## config.mk

```make
export PLATFORM = sky130hd
export DESIGN_NAME = cisc_trap_seq
export DESIGN_NICKNAME = d
export VERILOG_FILES = /design/src/rtl/cts_pkg.sv /design/src/rtl/cts_rom.sv /design/src/rtl/cts_decode.sv /design/src/rtl/cts_ctx.sv /design/src/rtl/cisc_trap_seq.sv
export SDC_FILE = /design/constraint.sdc
export NUM_CORES = 1
export LEC_CHECK = 0
export ABC_CLOCK_PERIOD_IN_PS = 4360
export BUFFER_PORTS_ARGS = -buffer_cell sky130_fd_sc_hd__buf_2
export CAP_MARGIN = 40
export CORE_MARGIN = 2
export CORE_UTILIZATION = 52
export CTS_CLUSTER_SIZE = 12
export DETAILED_ROUTE_END_ITERATION = 12
export GPL_TIMING_DRIVEN = 0
export PLACE_DENSITY = 0.77
export REMOVE_ABC_BUFFERS = 1
export SETUP_SLACK_MARGIN = 0.15
export SLEW_MARGIN = 5
export SYNTH_ARGS = -nofsm -noshare
export SYNTH_HDL_FRONTEND = slang
export SYNTH_SLANG_ARGS = --single-unit
```

## constraint.sdc

```tcl
create_clock -name clk -period 4.36 [get_ports clk]
set_input_delay 1.09 -clock clk [delete_from_list [all_inputs] [get_ports clk]]
set_output_delay 1.09 -clock clk [all_outputs]
set_load 0.02 [all_outputs]
```

## src/rtl/cts_pkg.sv

```systemverilog
package cts_pkg;
  localparam int OPW = 4;
  localparam int UAW = 4;
  localparam int ROM_DEPTH = 1 << UAW;

  typedef logic [OPW-1:0] op_t;
  typedef logic [UAW-1:0] uaddr_t;

  typedef struct packed {
    op_t    op;
    uaddr_t tgt;
  } uword_t;

  localparam op_t OP_NOP0  = 4'd0;
  localparam op_t OP_COPY  = 4'd4;
  localparam op_t OP_STEP  = 4'd5;
  localparam op_t OP_TEST  = 4'd6;
  localparam op_t OP_RET   = 4'd7;
  localparam op_t OP_IRET  = 4'd11;
  localparam op_t OP_BMOVE = 4'd12;

  function automatic logic op_is_cplx(op_t op);
    return op[3] & op[2];
  endfunction

  function automatic logic op_is_io(op_t op);
    return op[3] & ~op[2];
  endfunction

  function automatic uaddr_t entry_of(op_t op);
    case (op[1:0])
      2'd0:    return uaddr_t'(0);
      2'd1:    return uaddr_t'(4);
      2'd2:    return uaddr_t'(6);
      default: return uaddr_t'(9);
    endcase
  endfunction

  function automatic uword_t rom_word(int addr);
    uword_t w;
    w.op  = OP_RET;
    w.tgt = '0;
    case (addr)
      0: begin w.op = OP_TEST; w.tgt = uaddr_t'(3); end
      1: w.op = OP_COPY;
      2: begin w.op = OP_STEP; w.tgt = uaddr_t'(1); end
      4: w.op = OP_NOP0;
      6: w.op = 4'd1;
      7: w.op = 4'd2;
      default: w.op = OP_RET;
    endcase
    return w;
  endfunction
endpackage

```

## src/rtl/cts_rom.sv

```systemverilog
module cts_rom
  import cts_pkg::*;
(
  input  uaddr_t addr,
  output uword_t data
);
  uword_t tbl [ROM_DEPTH];

  for (genvar gi = 0; gi < ROM_DEPTH; gi++) begin : g_word
    assign tbl[gi] = rom_word(gi);
  end

  assign data = tbl[addr];
endmodule

```

## src/rtl/cts_decode.sv

```systemverilog
module cts_decode
  import cts_pkg::*;
(
  input  op_t  op,
  input  logic rom_mode,
  input  logic in_isr,
  output logic is_trap,
  output logic is_ret,
  output logic is_test,
  output logic is_step,
  output logic is_iret,
  output logic is_issue
);
  always_comb begin
    is_trap  = ~rom_mode & op_is_cplx(op);
    is_iret  = ~rom_mode & in_isr & (op == OP_IRET);
    is_ret   = rom_mode & (op == OP_RET);
    is_test  = rom_mode & (op == OP_TEST);
    is_step  = rom_mode & (op == OP_STEP);
    is_issue = ~(is_trap | is_iret | is_ret | is_test | is_step);
  end
endmodule

```

## src/rtl/cts_ctx.sv

```systemverilog
module cts_ctx
  import cts_pkg::*;
#(
  parameter int AW = 16,
  parameter int CW = 8
) (
  input  logic          clk,
  input  logic          rst_n,
  input  logic          ld_move,
  input  logic [AW-1:0] src_in,
  input  logic [AW-1:0] dst_in,
  input  logic [CW-1:0] cnt_in,
  input  logic          set_ret,
  input  logic [AW-1:0] ret_in,
  input  logic          do_step,
  input  logic          save,
  input  logic          sv_mode,
  input  uaddr_t        sv_upc,
  input  logic [AW-1:0] sv_pc,
  input  logic          restore,
  output logic [AW-1:0] src_q,
  output logic [AW-1:0] dst_q,
  output logic [CW-1:0] cnt_q,
  output logic [AW-1:0] ret_q,
  output logic          sh_mode,
  output uaddr_t        sh_upc,
  output logic [AW-1:0] sh_pc
);
  localparam logic [AW-1:0] ONE_A = AW'(1);
  localparam logic [CW-1:0] ONE_C = CW'(1);

  logic [AW-1:0] src_n, dst_n, ret_n, sh_src, sh_dst, sh_ret;
  logic [CW-1:0] cnt_n, sh_cnt;
  logic          ctx_en;

  always_comb begin
    src_n = src_q;
    dst_n = dst_q;
    cnt_n = cnt_q;
    ret_n = ret_q;
    if (restore) begin
      src_n = sh_src;
      dst_n = sh_dst;
      cnt_n = sh_cnt;
      ret_n = sh_ret;
    end else begin
      if (ld_move) begin
        src_n = src_in;
        dst_n = dst_in;
        cnt_n = cnt_in;
      end else if (do_step) begin
        src_n = src_q + ONE_A;
        dst_n = dst_q + ONE_A;
        cnt_n = cnt_q - ONE_C;
      end
      if (set_ret) ret_n = ret_in;
    end
    ctx_en = restore | ld_move | do_step | set_ret;
  end

  always_ff @(posedge clk or negedge rst_n) begin
    if (!rst_n) begin
      src_q <= '0;
      dst_q <= '0;
      cnt_q <= '0;
      ret_q <= '0;
    end else if (ctx_en) begin
      src_q <= src_n;
      dst_q <= dst_n;
      cnt_q <= cnt_n;
      ret_q <= ret_n;
    end
  end

  always_ff @(posedge clk or negedge rst_n) begin
    if (!rst_n) begin
      sh_src  <= '0;
      sh_dst  <= '0;
      sh_cnt  <= '0;
      sh_ret  <= '0;
      sh_mode <= 1'b0;
      sh_upc  <= '0;
      sh_pc   <= '0;
    end else if (save) begin
      sh_src  <= src_n;
      sh_dst  <= dst_n;
      sh_cnt  <= cnt_n;
      sh_ret  <= ret_n;
      sh_mode <= sv_mode;
      sh_upc  <= sv_upc;
      sh_pc   <= sv_pc;
    end
  end

  assert_step_count_R4: assert property (@(posedge clk) disable iff (!rst_n)
    (do_step && !restore && !ld_move) |=> cnt_q == $past(cnt_q) - ONE_C);

  assert_restore_ctx_R7: assert property (@(posedge clk) disable iff (!rst_n)
    restore |=> (src_q == $past(sh_src)) && (dst_q == $past(sh_dst)) && (cnt_q == $past(sh_cnt)));
endmodule

```

## src/rtl/cisc_trap_seq.sv

```systemverilog
module cisc_trap_seq
  import cts_pkg::*;
#(
  parameter int AW = 16,
  parameter int CW = 8
) (
  input  logic          clk,
  input  logic          rst_n,
  input  logic          step_en,
  input  logic [3:0]    mem_op,
  input  logic [AW-1:0] mem_a,
  input  logic [AW-1:0] mem_b,
  input  logic [CW-1:0] mem_c,
  input  logic          irq,
  input  logic [AW-1:0] irq_vec,
  output logic [AW-1:0] fetch_pc,
  output logic [3:0]    rom_pc,
  output logic          rom_mode,
  output logic          in_isr,
  output logic          iss_valid,
  output logic [3:0]    iss_op,
  output logic          iss_io,
  output logic [AW-1:0] iss_src,
  output logic [AW-1:0] iss_dst,
  output logic [CW-1:0] mv_cnt
);
  localparam logic [AW-1:0] ONE_A = AW'(1);
  localparam logic [CW-1:0] ONE_C = CW'(1);
  localparam uaddr_t        ONE_U = UAW'(1);

  logic [1:0]    rst_sync;
  logic          rst_q_n;
  logic          mode_q, mode_n, seq_mode;
  uaddr_t        upc_q, upc_n, seq_upc;
  logic [AW-1:0] pc_q, pc_n, seq_pc, pc_inc;
  logic          isr_q, isr_n, pend_q, pend_n, take;
  op_t           cur_op;
  uword_t        uw;
  logic          d_trap, d_ret, d_test, d_step, d_iret, d_issue;
  logic [AW-1:0] src_q, dst_q, ret_q, sh_pc;
  logic [CW-1:0] cnt_q;
  logic          sh_mode;
  uaddr_t        sh_upc;

  always_ff @(posedge clk or negedge rst_n) begin
    if (!rst_n) rst_sync <= 2'b00;
    else        rst_sync <= {rst_sync[0], 1'b1};
  end
  assign rst_q_n = rst_sync[1];

  cts_rom u_rom (.addr(upc_q), .data(uw));

  assign cur_op = mode_q ? uw.op : mem_op;
  assign pc_inc = pc_q + ONE_A;

  cts_decode u_dec (
    .op(cur_op), .rom_mode(mode_q), .in_isr(isr_q),
    .is_trap(d_trap), .is_ret(d_ret), .is_test(d_test),
    .is_step(d_step), .is_iret(d_iret), .is_issue(d_issue)
  );

  cts_ctx #(.AW(AW), .CW(CW)) u_ctx (
    .clk(clk), .rst_n(rst_q_n),
    .ld_move(step_en & d_trap & (cur_op == OP_BMOVE)),
    .src_in(mem_a), .dst_in(mem_b), .cnt_in(mem_c),
    .set_ret(step_en & d_trap), .ret_in(pc_inc),
    .do_step(step_en & d_step),
    .save(take), .sv_mode(seq_mode), .sv_upc(seq_upc), .sv_pc(seq_pc),
    .restore(step_en & d_iret),
    .src_q(src_q), .dst_q(dst_q), .cnt_q(cnt_q), .ret_q(ret_q),
    .sh_mode(sh_mode), .sh_upc(sh_upc), .sh_pc(sh_pc)
  );

  // sequence step without interrupt, then interrupt override
  always_comb begin
    seq_mode = mode_q;
    seq_upc  = upc_q;
    seq_pc   = pc_q;
    isr_n    = isr_q;
    if (!mode_q) begin
      if (d_trap) begin
        seq_mode = 1'b1;
        seq_upc  = entry_of(cur_op);
      end else if (d_iret) begin
        seq_mode = sh_mode;
        seq_upc  = sh_upc;
        seq_pc   = sh_pc;
        isr_n    = 1'b0;
      end else begin
        seq_pc = pc_inc;
      end
    end else begin
      if (d_ret) begin
        seq_mode = 1'b0;
        seq_pc   = ret_q;
      end else if (d_test) begin
        seq_upc = (cnt_q == '0) ? uw.tgt : upc_q + ONE_U;
      end else if (d_step) begin
        seq_upc = (cnt_q == ONE_C) ? upc_q + ONE_U : uw.tgt;
      end else begin
        seq_upc = upc_q + ONE_U;
      end
    end

    take   = step_en & (pend_q | irq) & ~isr_q & ~d_trap & ~d_ret & ~d_iret;
    mode_n = seq_mode;
    upc_n  = seq_upc;
    pc_n   = seq_pc;
    pend_n = pend_q | irq;
    if (take) begin
      mode_n = 1'b0;
      pc_n   = irq_vec;
      isr_n  = 1'b1;
      pend_n = 1'b0;
    end
  end

  always_ff @(posedge clk or negedge rst_q_n) begin
    if (!rst_q_n) begin
      mode_q <= 1'b0;
      upc_q  <= '0;
      pc_q   <= '0;
      isr_q  <= 1'b0;
    end else if (step_en) begin
      mode_q <= mode_n;
      upc_q  <= upc_n;
      pc_q   <= pc_n;
      isr_q  <= isr_n;
    end
  end

  always_ff @(posedge clk or negedge rst_q_n) begin
    if (!rst_q_n) pend_q <= 1'b0;
    else          pend_q <= pend_n;
  end

  assign fetch_pc  = pc_q;
  assign rom_pc    = upc_q;
  assign rom_mode  = mode_q;
  assign in_isr    = isr_q;
  assign iss_valid = step_en & d_issue;
  assign iss_op    = cur_op;
  assign iss_io    = step_en & d_issue & ~mode_q & op_is_io(cur_op);
  assign iss_src   = src_q;
  assign iss_dst   = dst_q;
  assign mv_cnt    = cnt_q;

  assert_trap_enters_rom_R2: assert property (@(posedge clk) disable iff (!rst_q_n)
    (step_en && !rom_mode && mem_op[3] && mem_op[2] && !take) |=> rom_mode);

  assert_ret_resumes_R3: assert property (@(posedge clk) disable iff (!rst_q_n)
    (step_en && rom_mode && uw.op == OP_RET) |=> (!rom_mode && fetch_pc == $past(ret_q)));

  assert_rom_issue_simple_R5: assert property (@(posedge clk) disable iff (!rst_q_n)
    (rom_mode && iss_valid) |-> !iss_op[3]);

  assert_irq_entry_R6: assert property (@(posedge clk) disable iff (!rst_q_n)
    take |=> (in_isr && !rom_mode && fetch_pc == $past(irq_vec)));

  assert_no_nest_R8: assert property (@(posedge clk) disable iff (!rst_q_n)
    (in_isr && !(step_en && d_iret)) |=> in_isr);

  assert_stall_hold_R9: assert property (@(posedge clk) disable iff (!rst_q_n)
    !step_en |=> ($stable(fetch_pc) && $stable(rom_pc) && $stable(rom_mode) && $stable(mv_cnt)));
endmodule

```

# After elaboration in Yosys (flattened, before gate mapping)
# Memory sizes are Yosys's and may differ from the RTL's.
# Cells that the tools add are included.
# classes
n_addsub	5
n_lt_le_gt_ge	1
n_eq_ne	10
mux	38
bitwise	36
reduce_logical	4
# ops
cell	n
$mux 16	13
$add 16x1->16 const B	3
$mux 8	5
$mux 4	9
$and 1x1->1	20
$eq 4x3->1 const B	3
$pmux 4 s3	1
$mux 1	10
$eq 4x4->1 const B	2
$eq 8x1->1 const B	1
$logic_not 8->1	1
$or 1x1->1	8
$sub 8x1->8 const B	1
$not 1->1	7
$ge 5x5->1 const B	1
$not 4->5	1
$add 4x1->4 const B	1
$reduce_and 4->1	1
$eq 2x1->1 const B	1
$eq 2x2->1 const B	1
$logic_not 2->1	1
$ne 2x1->1 const B	1
$ne 2x2->1 const B	1
$reduce_bool 2->1	1
# totals
regBits	158
romBits	128
inputBits	64
output_inout_bits	68
word_cells	112
n_memories	1
# memory_table
memory	words	width	rd	rd_clocked_by_memory_dff	wr	line_no	text
(no name shown)	16	8	1	0	0	cts_rom.sv:13	assign data = tbl[addr];

# Depth between registers and ports, before layout
# Gate-level depths: netlist of the first run.
# logic_depth
depth_word	15
mapped_depth	16

# Modules after synthesis
# Synthesis of the first run repeated with hierarchy kept, for this count alone.
# unflattened
hier_cells	939
area_unflattened_um2	8913.5
# by_module_without_submodules
mod	n_inst	cells_each	area_each_um2	seq_area_each_um2
cts_ctx	1	587	6228.5	3328.2
cisc_trap_seq	1	319	2457.4	625.6
cts_rom	1	18	117.6	0.0
cts_decode	1	15	110.1	0.0

# Worst setup path before layout of the first run
# No wires, ideal clock.
# synth_timing
kind	reg2out
startpoint	register mode_q, in the netlist rom_mode
endpoint	output port iss_io
t_arrival_ns	3.199
required_time_ns	3.270
slack_ns	0.071
stages_incl_launch_ff	12
path_buffers	4
path_cell_list	dfrtp_1 -> buf_2 -> clkbuf_1 -> buf_1 -> clkbuf_1 -> nor2_1 -> a21oi_1 -> inv_1 -> ha_1 -> nor3_1 -> o211a_1 -> and3b_1
# synth_via
elab_chain_len	11
# synth_lines
element	line_no	text
start: declaration	cisc_trap_seq.sv:33	logic mode_q, mode_n, seq_mode;
start signal: assignment	cisc_trap_seq.sv:125	mode_q <= mode_n;
$mux 4 (*)	cisc_trap_seq.sv:53	assign cur_op = mode_q ? uw.op : mem_op;
via iss_op[0]	cisc_trap_seq.sv:21	output logic [3:0] iss_op,
$eq 4x4->1	cts_decode.sv:16	is_iret = ~rom_mode & in_isr & (op == OP_IRET);
$and 1x1->1	cts_decode.sv:16	
$or 1x1->1 (3 in a row)	cts_decode.sv:20	is_issue = ~(is_trap | is_iret | is_ret | is_test | is_step);
$or 1x1->1 (*)	cts_decode.sv:20	
$not 1->1 (*)	cts_decode.sv:20	
$and 1x1->1 (*)	n/a	
via iss_valid	cisc_trap_seq.sv:20	output logic iss_valid,
$and 1x1->1 (*) (2 in a row)	cisc_trap_seq.sv:143	assign iss_io = step_en & d_issue & ~mode_q & op_is_io(cur_op);
end: declaration	cisc_trap_seq.sv:22	output logic iss_io,
# Mark *: on every way through the listed nets, which the timed path passes. The rest lies on a longest branch.

# Final worst setup path of the first run
# layout_timing
startpoint	register upc_q[1], in the netlist rom_pc[1]
endpoint	output port iss_io
# layout_via
elab_chain_len	15
# layout_lines
element	line_no	text
start: declaration	cisc_trap_seq.sv:34	uaddr_t upc_q, upc_n, seq_upc;
start signal: assignment	cisc_trap_seq.sv:126	upc_q <= upc_n;
$not 4->5 (not written as such) (*)	cts_rom.sv:13	
$mem_v2 16x8 (*)	n/a	
$mux 8 (not written as such) (*) (2 in a row)	cts_rom.sv:13	
$mux 4 (*)	cisc_trap_seq.sv:53	
$eq 4x4->1 or $and 1x1->1 (tied branches)	cts_decode.sv:16, cts_pkg.sv:23	
$and 1x1->1, on equally long branches	cts_decode.sv:16, cts_decode.sv:15	
$or 1x1->1 (4 in a row)	cts_decode.sv:20	
$not 1->1	cts_decode.sv:20	
$and 1x1->1 (2 in a row)	cisc_trap_seq.sv:143	
$and 1x1->1 (*)	cisc_trap_seq.sv:143	
# Mark *: on every way between the ends. The rest lies on a longest branch, timed or not. The select of a mux whose other input is x is not followed.

==> reports/metrics.csv, run 1 <==
stage,metric,value,unit
outcome,run status,"finished, final reports clean",
pwr,switching fraction of total power,42.9,%
pwr,P_sw,0.00333,W
clock_network,clock tree from TritonCTS,done,
critical_path,Crit path required time,3.27,ns
finish,register area,3960,sq um
synth,Post-Syn Area,8520,sq um
detailed_routing,Total Routed Length,24.2,mm
timing,final setup TNS,0,ns
synth,asr flop ratio synth,100,%
grt,first-pass GRT wire length,39.7,mm
synth,Yosys reg bits,158,
timing,setup violators final,0,
pwr,Cell Pwr Density,763,nW/um^2
critical_path,Worst Setup End Kind,output port,
detailed_routing,DRC violations left,0,
finish,design area,10200,sq um
synth,"top cells by area, synth","dfrtp_1, o21ai_0, nand2_1, a21oi_1, nor2_1",
place,Placer Congestion,0.885,
clock_network,TritonCTS Buffers,17,
finish,most frequent cells in the layout,"dfrtp_1, nand2_1, buf_2, o21ai_0, nor2_1",
clock_network,# clock sinks,158,
grt,GRT overflow,0,
clock_network,Clock Tree Root,clkbuf_16,
pwr,clock power share,21.3,%
critical_path,startpoint class of the critical path,register,
synth,Synth Area in XOR/XNOR,4.11,%
finish,area grow syn2layout,19.3,%
detailed_routing,Detail Route Antenna Nets,0,
synth,mux share of post-synthesis cell area,2.89,%
grt,initial antenna violation count,1,
clock_network,worst skew pair latency,0.44,ns
detailed_routing,initial DRC count,875,
timing,RSZ-0062 raised after global routing,no,
synth,"Seq/Total Area, Yosys",46.4,%
grt,total track usage,28.2,%
place,Placed Instance Area,9450,sq um
synth,ys flop type,dfrtp_1,
pwr,Leak,4.51,nW
min_path,class of the worst hold path,register to async pin,
finish,share of cells above drive strength 1,19.6,%
job,Max-Cap Viols,0,
floorplan,row count,46,
floorplan,height of the die,132,um
place,Port-buffer cells,131,
pwr,Comb power frac,42.1,%
pwr,Cell Int Power,0.00443,W
floorplan,die area,17400,sq um
synth,Post-Synth Simple-Gate Area,19.3,%
critical_path,crit path kind,register to output port,
timing,Final Slew Violations,0,
timing,Final Hold Vio Count,0,
synth,Post-synth EDFFs,0,
finish,final-layout fill cell count,1360,
clock_network,H-tree depth,4,
synth,largest family of logic cells by synthesized area,compound AO/OA/AOI/OAI gates,
detailed_routing,drt wl/cell,18.6,um
synth,"Warnings, synthesis",0,
floorplan,Starting Density,53.4,%
detailed_routing,drt first pass iters,5,
grt,largest net degree at the start of global routing,85,
synth,Netlist cell types,65,
timing,skew final,0.0123,ns
finish,nets,1150,
synth,Adder-Cell Fraction of Synth Area,2.06,%
timing,fin crit period,4.06,ns
timing,Max Clk Rate,0.246,GHz
finish,"most common cell after layout, fill and taps aside",dfrtp_1,
grt,vias in the first global route,7635,
clock_network,clk slew on worst S/H paths,0.07,ns
critical_path,CP arrival,2.97,ns
synth,post-synthesis compound-gate area fraction,20.9,%
synth,share of the synthesized area in the top cell type,46.4,%
timing,Worst slew margin,39.6,%
finish,area of the multi-input gates,4230,sq um
timing,crit share post-route,93.1,%
timing,Slew @ Worst Pin,0.906,ns
floorplan,die width,132,um
place,hpwl dp,16.4,mm
synth,Synth area leader,dfrtp_1,
floorplan,core area,15900,sq um
clock_network,number of hold buffers added after CTS,0,
pwr,Max VDD drop,0.000380,V
synth,Synth Instances,968,
detailed_routing,via count of the routed design,8000,
critical_path,Crit Path Max Fanout,10,
pwr,Flop pwr share,36.7,%
detailed_routing,routed vias/inst,6.14,
synth,Syn Area/Cell,8.80,sq um
clock_network,Longest Clk Path Bufs,2,
floorplan,I/O pins,132,
synth_stat cells, types with 15 or more instances:
master,instances
inv_1,20
xor2_1,19
o22ai_1,18
nand3_1,29
xnor2_1,21
nand2_1,152
a31oi_1,18
dfrtp_1,158
a22oi_1,15
o21ai_0,125
clkbuf_1,44
nor2_1,70
a21oi_1,53
nand4_1,16
nor3_1,22
power by group through the flow:
stage	logic, W	clock network [W]	registers (W)
2_1_floorplan	0.00179	0	0.00304
3_3_place_gp	0.00292	0	0.00286
3_5_place_dp	0.00316	0	0.00283
4_1_cts	0.00320	0.00166	0.00282
5_1_grt	0.00359	0.00173	0.00294
6_report	0.00326	0.00165	0.00284
per-stage QoR:
stage	hold slack [ns]	std cells	utilization [%]	setup slack (ns)	total power [W]
2_1_floorplan	0.331	901	-	-0.368	0.00483
3_3_place_gp	0.336	1248	57.4	-2.24	0.00578
3_5_place_dp	0.342	1264	59.3	-0.0145	0.00599
4_1_cts	0.356	1298	63.5	0.193	0.00769
5_1_grt	0.359	1302	63.8	0.159	0.00826
6_report	0.353	1302	63.8	0.302	0.00776
repair_timing:
action	4_1_cts	5_1_grt
setup endpoints to repair	8	1
gates resized for setup	2	4
pin swaps	1	1
setup buffers	2	3
path summary, 6_finish.rpt:
check	cells past startpoint	end	slack [ns]	start
worst max-delay path	11	iss_io	0.30	rom_pc[1]
min in group clk	0	rst_sync[1]	0.35	rst_sync[0]
worst max register to register	11	u_ctx.sh_src[1]	0.46	rom_pc[1]
worst min register to register	0	u_ctx.sh_cnt[2]	0.35	rst_sync[1]
max in group asynchronous	2	rom_pc[1]	2.96	rst_sync[1]
worst min-delay path	0	u_ctx.sh_cnt[2]	0.35	rst_sync[1]
flip-flops by register name, indices dropped and copies added (netlist names), 4 cells and up:
| name | flops |
|---|---|
| rom_pc | 4 |
| u_ctx.sh_cnt | 8 |
| u_ctx.sh_pc | 16 |
| u_ctx.src_q | 16 |
| u_ctx.dst_q | 16 |
| fetch_pc | 16 |
| u_ctx.sh_ret | 16 |
| u_ctx.sh_dst | 16 |
| u_ctx.ret_q | 16 |
| u_ctx.cnt_q | 8 |
| u_ctx.sh_src | 16 |
| u_ctx.sh_upc | 4 |
layout make-up:
cell class	instances	area share [%]
multi-input cells	723	41.6
flip-flops and latches	158	39.0
repair buffers	152	9.56
clock buffers	18	4.32
well taps	216	2.66
clock inverters	14	2.12
inverters	20	0.739
diodes	1	0.0246
per-layer routing:
metal | up-vias | share of wire (%) | GRT usage (%)
li1 | 3700 | - | -
met1 | 3794 | 42 | 39.3
met2 | 426 | 46 | 43.1
met3 | 80 | 8.0 | 5.19
met4 | 0 | 3.6 | 12.3
met5 | - | 0 | 0
critical path: stages, from the launching register on:
cell      delay, ns
dfrtp_2        0.44
inv_1          0.18
ha_1           0.31
nor2_1         0.12
a211oi_1       0.06
a21oi_2        0.32
ha_2           0.38
a21o_1         0.15
nand2_1        0.07
o211a_1        0.17
and3b_1        0.18
buf_2          0.15
cell families after synthesis:
logic type / count (synthesis)
flops: 158
mux: 23
compound gates: 292
other cells: 1
simple gates: 353
buf+inv: 87
xor+xnor: 40
fa+ha+maj: 14
Note: power is estimated with default switching activity, not from simulation.
==> run 2, diff against run 1 <==
==> constraint.sdc (replaced) <==
create_clock -name clk -period 4.36 [get_ports clk]
set_input_delay 0.872 -clock clk [delete_from_list [all_inputs] [get_ports clk]]
set_output_delay 0.872 -clock clk [all_outputs]
set_load 0.02 [all_outputs]
==> run 2 against run 1 <==
Effect of this change:
- die area did not move
- flip-flop and latch count did not move
- non-clock buffer count fell by 3
- clock-buffer cell count did not move
- wire length rose by 0.35%
- cell count fell by 0.23%
- sequential power barely moved
- power fell by 0.29%
- combinational power barely moved
- global-route usage barely moved
- utilization fell by 0.20 points
- first-iteration DRC count rose by 0.57%
- largest cell class unchanged
- largest power group unchanged
- highest routed layer unchanged
==> reports/metrics.csv, run 2 (synthesized netlist as in run 1, its figures left out) <==
stage,metric,value,unit
outcome,run status,"finished, final reports clean",
pwr,Flop pwr share,36.7,%
place,pre-CTS setup slack,-0.0145,ns
critical_path,crit path buf inv count,3,
pwr,Cell Pwr Density,763,nW/um^2
pwr,P_sw,0.00333,W
floorplan,height of the die,132,um
clock_network,clock tree from TritonCTS,done,
critical_path,FF-to-FF Start,rom_pc[1],
floorplan,row count,46,
timing,RSZ-0062 raised after global routing,no,
critical_path,R2R depth,12,
floorplan,Starting Density,53.4,%
critical_path,CP dominant cell by count,ha_1,
finish,Final Util,63.6,%
floorplan,die area,17400,sq um
pwr,Final Power,0.00774,W
place,hpwl dp,16.4,mm
clock_network,# clock sinks,158,
floorplan,die width,132,um
critical_path,Crit Path Max Fanout,30,
timing,Max Clk Rate,0.249,GHz
timing,final setup TNS,0,ns
detailed_routing,DRC violations left,0,
detailed_routing,routed vias/inst,6.18,
grt,GRT overflow,0,
clock_network,H-tree depth,4,
pwr,Leak,4.50,nW
critical_path,CP arrival,4.32,ns
critical_path,startpoint class of the critical path,register,
critical_path,"delay-heaviest family, CP",simple AND/OR/NAND/NOR gates,
min_path,class of the worst hold path,primary input to async pin,
clock_network,TritonCTS Buffers,17,
detailed_routing,initial DRC count,880,
timing,setup ws final,0.351,ns
clock_network,clk slew on worst S/H paths,0.06,ns
clock_network,Clock Tree Root,clkbuf_16,
floorplan,core area,15900,sq um
finish,most frequent cells in the layout,"dfrtp_1, nand2_1, buf_2, o21ai_0, nor2_1",
timing,setup violators final,0,
pwr,Max VDD drop,0.000369,V
critical_path,delay of the slowest cell on the worst path,0.50,ns
detailed_routing,drt wl/cell,18.7,um
pwr,Comb power frac,41.9,%
critical_path,reg-to-reg critical path endpoint,u_ctx.sh_src[1],
timing,Slew @ Worst Pin,0.924,ns
critical_path,critical path's slowest cell,and2_2,
timing,crit share post-route,91.9,%
critical_path,Crit path required time,4.67,ns
detailed_routing,Detail Route Antenna Nets,0,
clock_network,Longest Clk Path Bufs,2,
critical_path,Worst Setup End Kind,register,
grt,first-pass GRT wire length,39.7,mm
detailed_routing,Total Routed Length,24.3,mm
detailed_routing,via count of the routed design,8026,
finish,nets,1147,
timing,Final Slew Violations,0,
finish,"most common cell after layout, fill and taps aside",dfrtp_1,
grt,initial antenna violation count,1,
timing,Worst slew margin,38.4,%
clock_network,number of hold buffers added after CTS,0,
pwr,Cell Int Power,0.00441,W
pwr,switching fraction of total power,43.0,%
detailed_routing,drt first pass iters,10,
finish,share of cells above drive strength 1,19.0,%
floorplan,I/O pins,132,
job,Max-Cap Viols,0,
grt,largest net degree at the start of global routing,85,
timing,skew final,0.00733,ns
finish,area grow syn2layout,18.9,%
critical_path,r2r setup slk,0.35,ns
grt,total track usage,28.1,%
critical_path,CP Cell Sequence,inv_1 > ha_1 > nor2_1 > a211oi_1 > a21oi_2 > ha_1 > and2_0 > buf_6 > a2111oi_4 > and2_2 > buf_12 > mux2_2,
timing,Final Hold Vio Count,0,
timing,fin crit period,4.01,ns
place,Port-buffer cells,131,
grt,vias in the first global route,7619,
clock_network,worst skew pair latency,0.43,ns
pwr,clock power share,21.4,%
critical_path,crit path kind,register to register,
place,Placer Congestion,0.885,
[run 2: cell count changes in the layout (fill, tap and decap cells not counted), sizes merged]
cell	delta
buf	-3
[run 2: final cells by class]
type	count	area [sq um]
Inverter	20	75.1
Clock buffer	18	439
Multi-Input combinational cell	723	4220
Fill cell	1367	5810
Antenna cell	1	2.50
Tap cell	216	270
Sequential cell	158	3960
Clock inverter	14	215
Timing Repair Buffer	149	950
[run 2: routing by layer]
layer / GRT usage [%] / part of all wire, % / vias to the layer above
met5: 0 / 0 / -
met3: 5.19 / 8.0 / 76
met4: 12.3 / 3.5 / 0
met1: 39.3 / 43 / 3883
met2: 43.1 / 46 / 371
li1: - / - / 3696
[run 2: through the flow]
step                      cell area (sq um)  std cells  hold slack [ns]
after global placement                 9160       1248            0.336
after global routing                  10100       1299            0.204
after CTS                             10100       1298            0.206
after detailed placement               9450       1264            0.342
after floorplan                        8230        901            0.331
final                                 10100       1299            0.215
[run 2: timing repair]
action	CTS	global route
gates resized for setup	0	2
buffers inserted	2	0
pin swaps	1	0
endpoints found under the setup margin	7	43
[run 2: how the worst max path moves through the flow]
stage / from / end / slack (ns) / depth (start not counted)
after floorplan: rst_sync[1] / fetch_pc[0] / -0.37 / 0
after global placement: rst_sync[1] / u_ctx.dst_q[12] / -2.24 / 0
after detailed placement: rom_pc[0] / u_ctx.sh_dst[1] / -0.01 / 12
after CTS: rom_pc[0] / iss_io / 0.23 / 11
after global routing: rom_pc[1] / u_ctx.sh_dst[1] / 0.17 / 11
final: rom_pc[1] / u_ctx.sh_src[1] / 0.35 / 12
[run 2: power by group through the flow]
stage | clock (W) | sequential (W) | combinational, W
floorplan | 0 | 0.00304 | 0.00179
global placement | 0 | 0.00286 | 0.00292
detailed placement | 0 | 0.00283 | 0.00316
CTS | 0.00166 | 0.00282 | 0.00320
global route | 0.00173 | 0.00294 | 0.00356
finish | 0.00165 | 0.00284 | 0.00324
[run 2: worst reg2reg max path: cells and delay by family (launching register included)]
kind	cells	cell delay, ns
and+or+nand+nor	3	0.92
muxes	1	0.39
AOI/OAI and AO/OA	3	0.81
adders and majority gates	2	0.71
buffers and inverters	3	0.63
DFF	1	0.43
==> run 3, diff against run 2 <==
- CELL_PAD_IN_SITES_DETAIL_PLACEMENT: unset -> 0
- CELL_PAD_IN_SITES_GLOBAL_PLACEMENT: unset -> 1
- CORE_UTILIZATION: 52 -> 39
- PLACE_DENSITY: 0.77 -> unset
- PLACE_DENSITY_LB_ADDON: unset -> 0.1
==> run 3 against run 2 <==
Effect of this change:
- first-iteration DRC count shrank 40%
- clock-buffer cell count shrank 1
- worst setup slack gained 0.059 ns
==> reports/metrics.csv, run 3 (synthesized netlist as in run 1, its figures left out) <==
stage,metric,value,unit
place,Port-buffer cells,131,
pwr,Final Power,0.00753,W
critical_path,r2r setup slk,0.45,ns
min_path,class of the worst hold path,primary input to async pin,
detailed_routing,routed vias/inst,5.54,
timing,Worst slew margin,43.7,%
critical_path,CP dominant cell by count,ha_1,
clock_network,Longest Clk Path Bufs,2,
critical_path,Worst Setup End Kind,output port,
pwr,P_sw,0.00337,W
critical_path,CP arrival,3.08,ns
clock_network,clk slew on worst S/H paths,0.07,ns
pwr,Cell Int Power,0.00416,W
detailed_routing,Detail Route Antenna Nets,0,
detailed_routing,DRC violations left,0,
finish,Final Util,47.2,%
critical_path,startpoint class of the critical path,register,
timing,Slew @ Worst Pin,0.836,ns
place,Placer Congestion,0.800,
floorplan,Starting Density,39.4,%
place,hpwl dp,18.3,mm
pwr,Cell Pwr Density,738,nW/um^2
critical_path,critical path's slowest cell,dfrtp_1,
critical_path,Crit Path Max Fanout,10,
clock_network,worst skew pair latency,0.43,ns
timing,Final Slew Violations,0,
timing,Final Hold Vio Count,0,
detailed_routing,via count of the routed design,7570,
finish,area grow syn2layout,19.9,%
critical_path,CP Cell Sequence,inv_1 > ha_1 > nor2_1 > a211oi_1 > a21oi_2 > ha_1 > nor3_1 > o211a_1 > and3b_1 > buf_2,
finish,nets,1151,
grt,total track usage,23.3,%
detailed_routing,Total Routed Length,26.3,mm
critical_path,crit path buf inv count,2,
finish,most frequent cells in the layout,"dfrtp_1, nand2_1, buf_2, o21ai_0, nor2_1",
floorplan,row count,54,
timing,RSZ-0062 raised after global routing,no,
pwr,Leak,4.50,nW
floorplan,height of the die,152,um
timing,setup violators final,0,
detailed_routing,drt wl/cell,19.3,um
grt,GRT overflow,0,
pwr,clock power share,19.1,%
critical_path,delay of the slowest cell on the worst path,0.49,ns
finish,"most common cell after layout, fill and taps aside",dfrtp_1,
timing,setup ws final,0.410,ns
pwr,Max VDD drop,0.000333,V
clock_network,Clock Tree Root,clkbuf_16,
floorplan,die width,152,um
job,Max-Cap Viols,0,
place,pre-CTS setup slack,0.0771,ns
grt,largest net degree at the start of global routing,66,
floorplan,die area,23000,sq um
critical_path,"delay-heaviest family, CP",compound AO/OA/AOI/OAI gates,
pwr,switching fraction of total power,44.8,%
critical_path,crit path kind,register to output port,
finish,share of cells above drive strength 1,19.5,%
floorplan,I/O pins,132,
clock_network,# clock sinks,158,
timing,skew final,0.0131,ns
timing,final hold slack,0.212,ns
clock_network,H-tree depth,4,
detailed_routing,initial DRC count,531,
floorplan,core area,21600,sq um
clock_network,number of hold buffers added after CTS,0,
detailed_routing,drt first pass iters,6,
outcome,run status,"finished, final reports clean",
finish,final-layout fill cell count,2172,
grt,first-pass GRT wire length,42.7,mm
timing,Max Clk Rate,0.253,GHz
critical_path,Crit path required time,3.49,ns
pwr,Flop pwr share,37.8,%
timing,crit share post-route,90.6,%
grt,initial antenna violation count,3,
grt,vias in the first global route,7459,
pwr,Comb power frac,43.1,%
timing,fin crit period,3.95,ns
clock_network,clock tree from TritonCTS,done,
clock_network,TritonCTS Buffers,17,
## run 3: changes by cell type in the layout (fill, tap and decap cells not counted), sizes merged
| cell | change |
|---|---|
| bufinv | -5 |
| clkinv | -1 |
| clkbuf | -1 |
| buf | +4 |
| inv | +7 |
## run 3: final cells by class
cell class              instances  area, sq um  share of cell area, %
flip-flops and latches        158         3960                   38.8
well taps                     280          350                   3.43
clock buffers                  17          425                   4.16
diodes                          1         2.50                 0.0245
repair buffers                153         1050                   10.3
multi-input cells             723         4230                   41.4
clock inverters                15          129                   1.26
inverters                      20         75.1                  0.735
## run 3: worst paths after layout
check | from | end | depth (start not counted)
worst max-delay path | rom_pc[0] | iss_io | 10
worst min-delay path | rst_n | rst_sync[1] | 1
worst max register to register | rom_pc[0] | u_ctx.sh_ret[0] | 13
worst min register to register | rst_sync[1] | u_ctx.sh_dst[0] | 0
max in group asynchronous | rst_sync[1] | rom_mode | 1
min in group clk | rst_sync[0] | rst_sync[1] | 0
## run 3: worst register-to-register path, cell delays in order (launching register included)
cell and delay, ns:
dfrtp_1 0.49, inv_1 0.10, ha_1 0.34, nor2_1 0.06
a211oi_1 0.28, a21oi_2 0.16, ha_1 0.33, and2_0 0.33
buf_6 0.21, a2111oi_4 0.29, buf_4 0.21, and2_2 0.35
buf_12 0.26, mux2_2 0.39
## run 3: timing repair
item,4_1_cts,5_1_grt
pin swaps,1,0
setup buffers,3,0
endpoints found under the setup margin,38,25
resized for setup,0,3
## run 3: per-stage QoR
| stage | setup TNS [ns] | instances | cell area (sq um) |
|---|---|---|---|
| 2_1_floorplan | -57.47 | 901 | 8230 |
| 3_3_place_gp | -577.34 | 1312 | 9240 |
| 3_5_place_dp | 0 | 1331 | 9630 |
| 4_1_cts | 0 | 1366 | 10200 |
| 5_1_grt | 0 | 1366 | 10200 |
| 6_report | 0 | 1367 | 10200 |
## run 3: power by group through the flow
stage / logic (W) / clock network (W) / registers [W]
CTS: 0.00326 / 0.00148 / 0.00284
global placement: 0.00301 / 0 / 0.00290
detailed placement: 0.00323 / 0 / 0.00286
floorplan: 0.00179 / 0 / 0.00304
global route: 0.00363 / 0.00154 / 0.00296
finish: 0.00324 / 0.00144 / 0.00285
## run 3: routing by layer
metal	vias to the layer above	GRT usage, %	share of wire, %
met5	-	0	0.095
met1	3644	32.0	46
li1	3707	-	-
met3	27	5.39	5.2
met4	4	6.19	1.7
met2	188	37.2	47
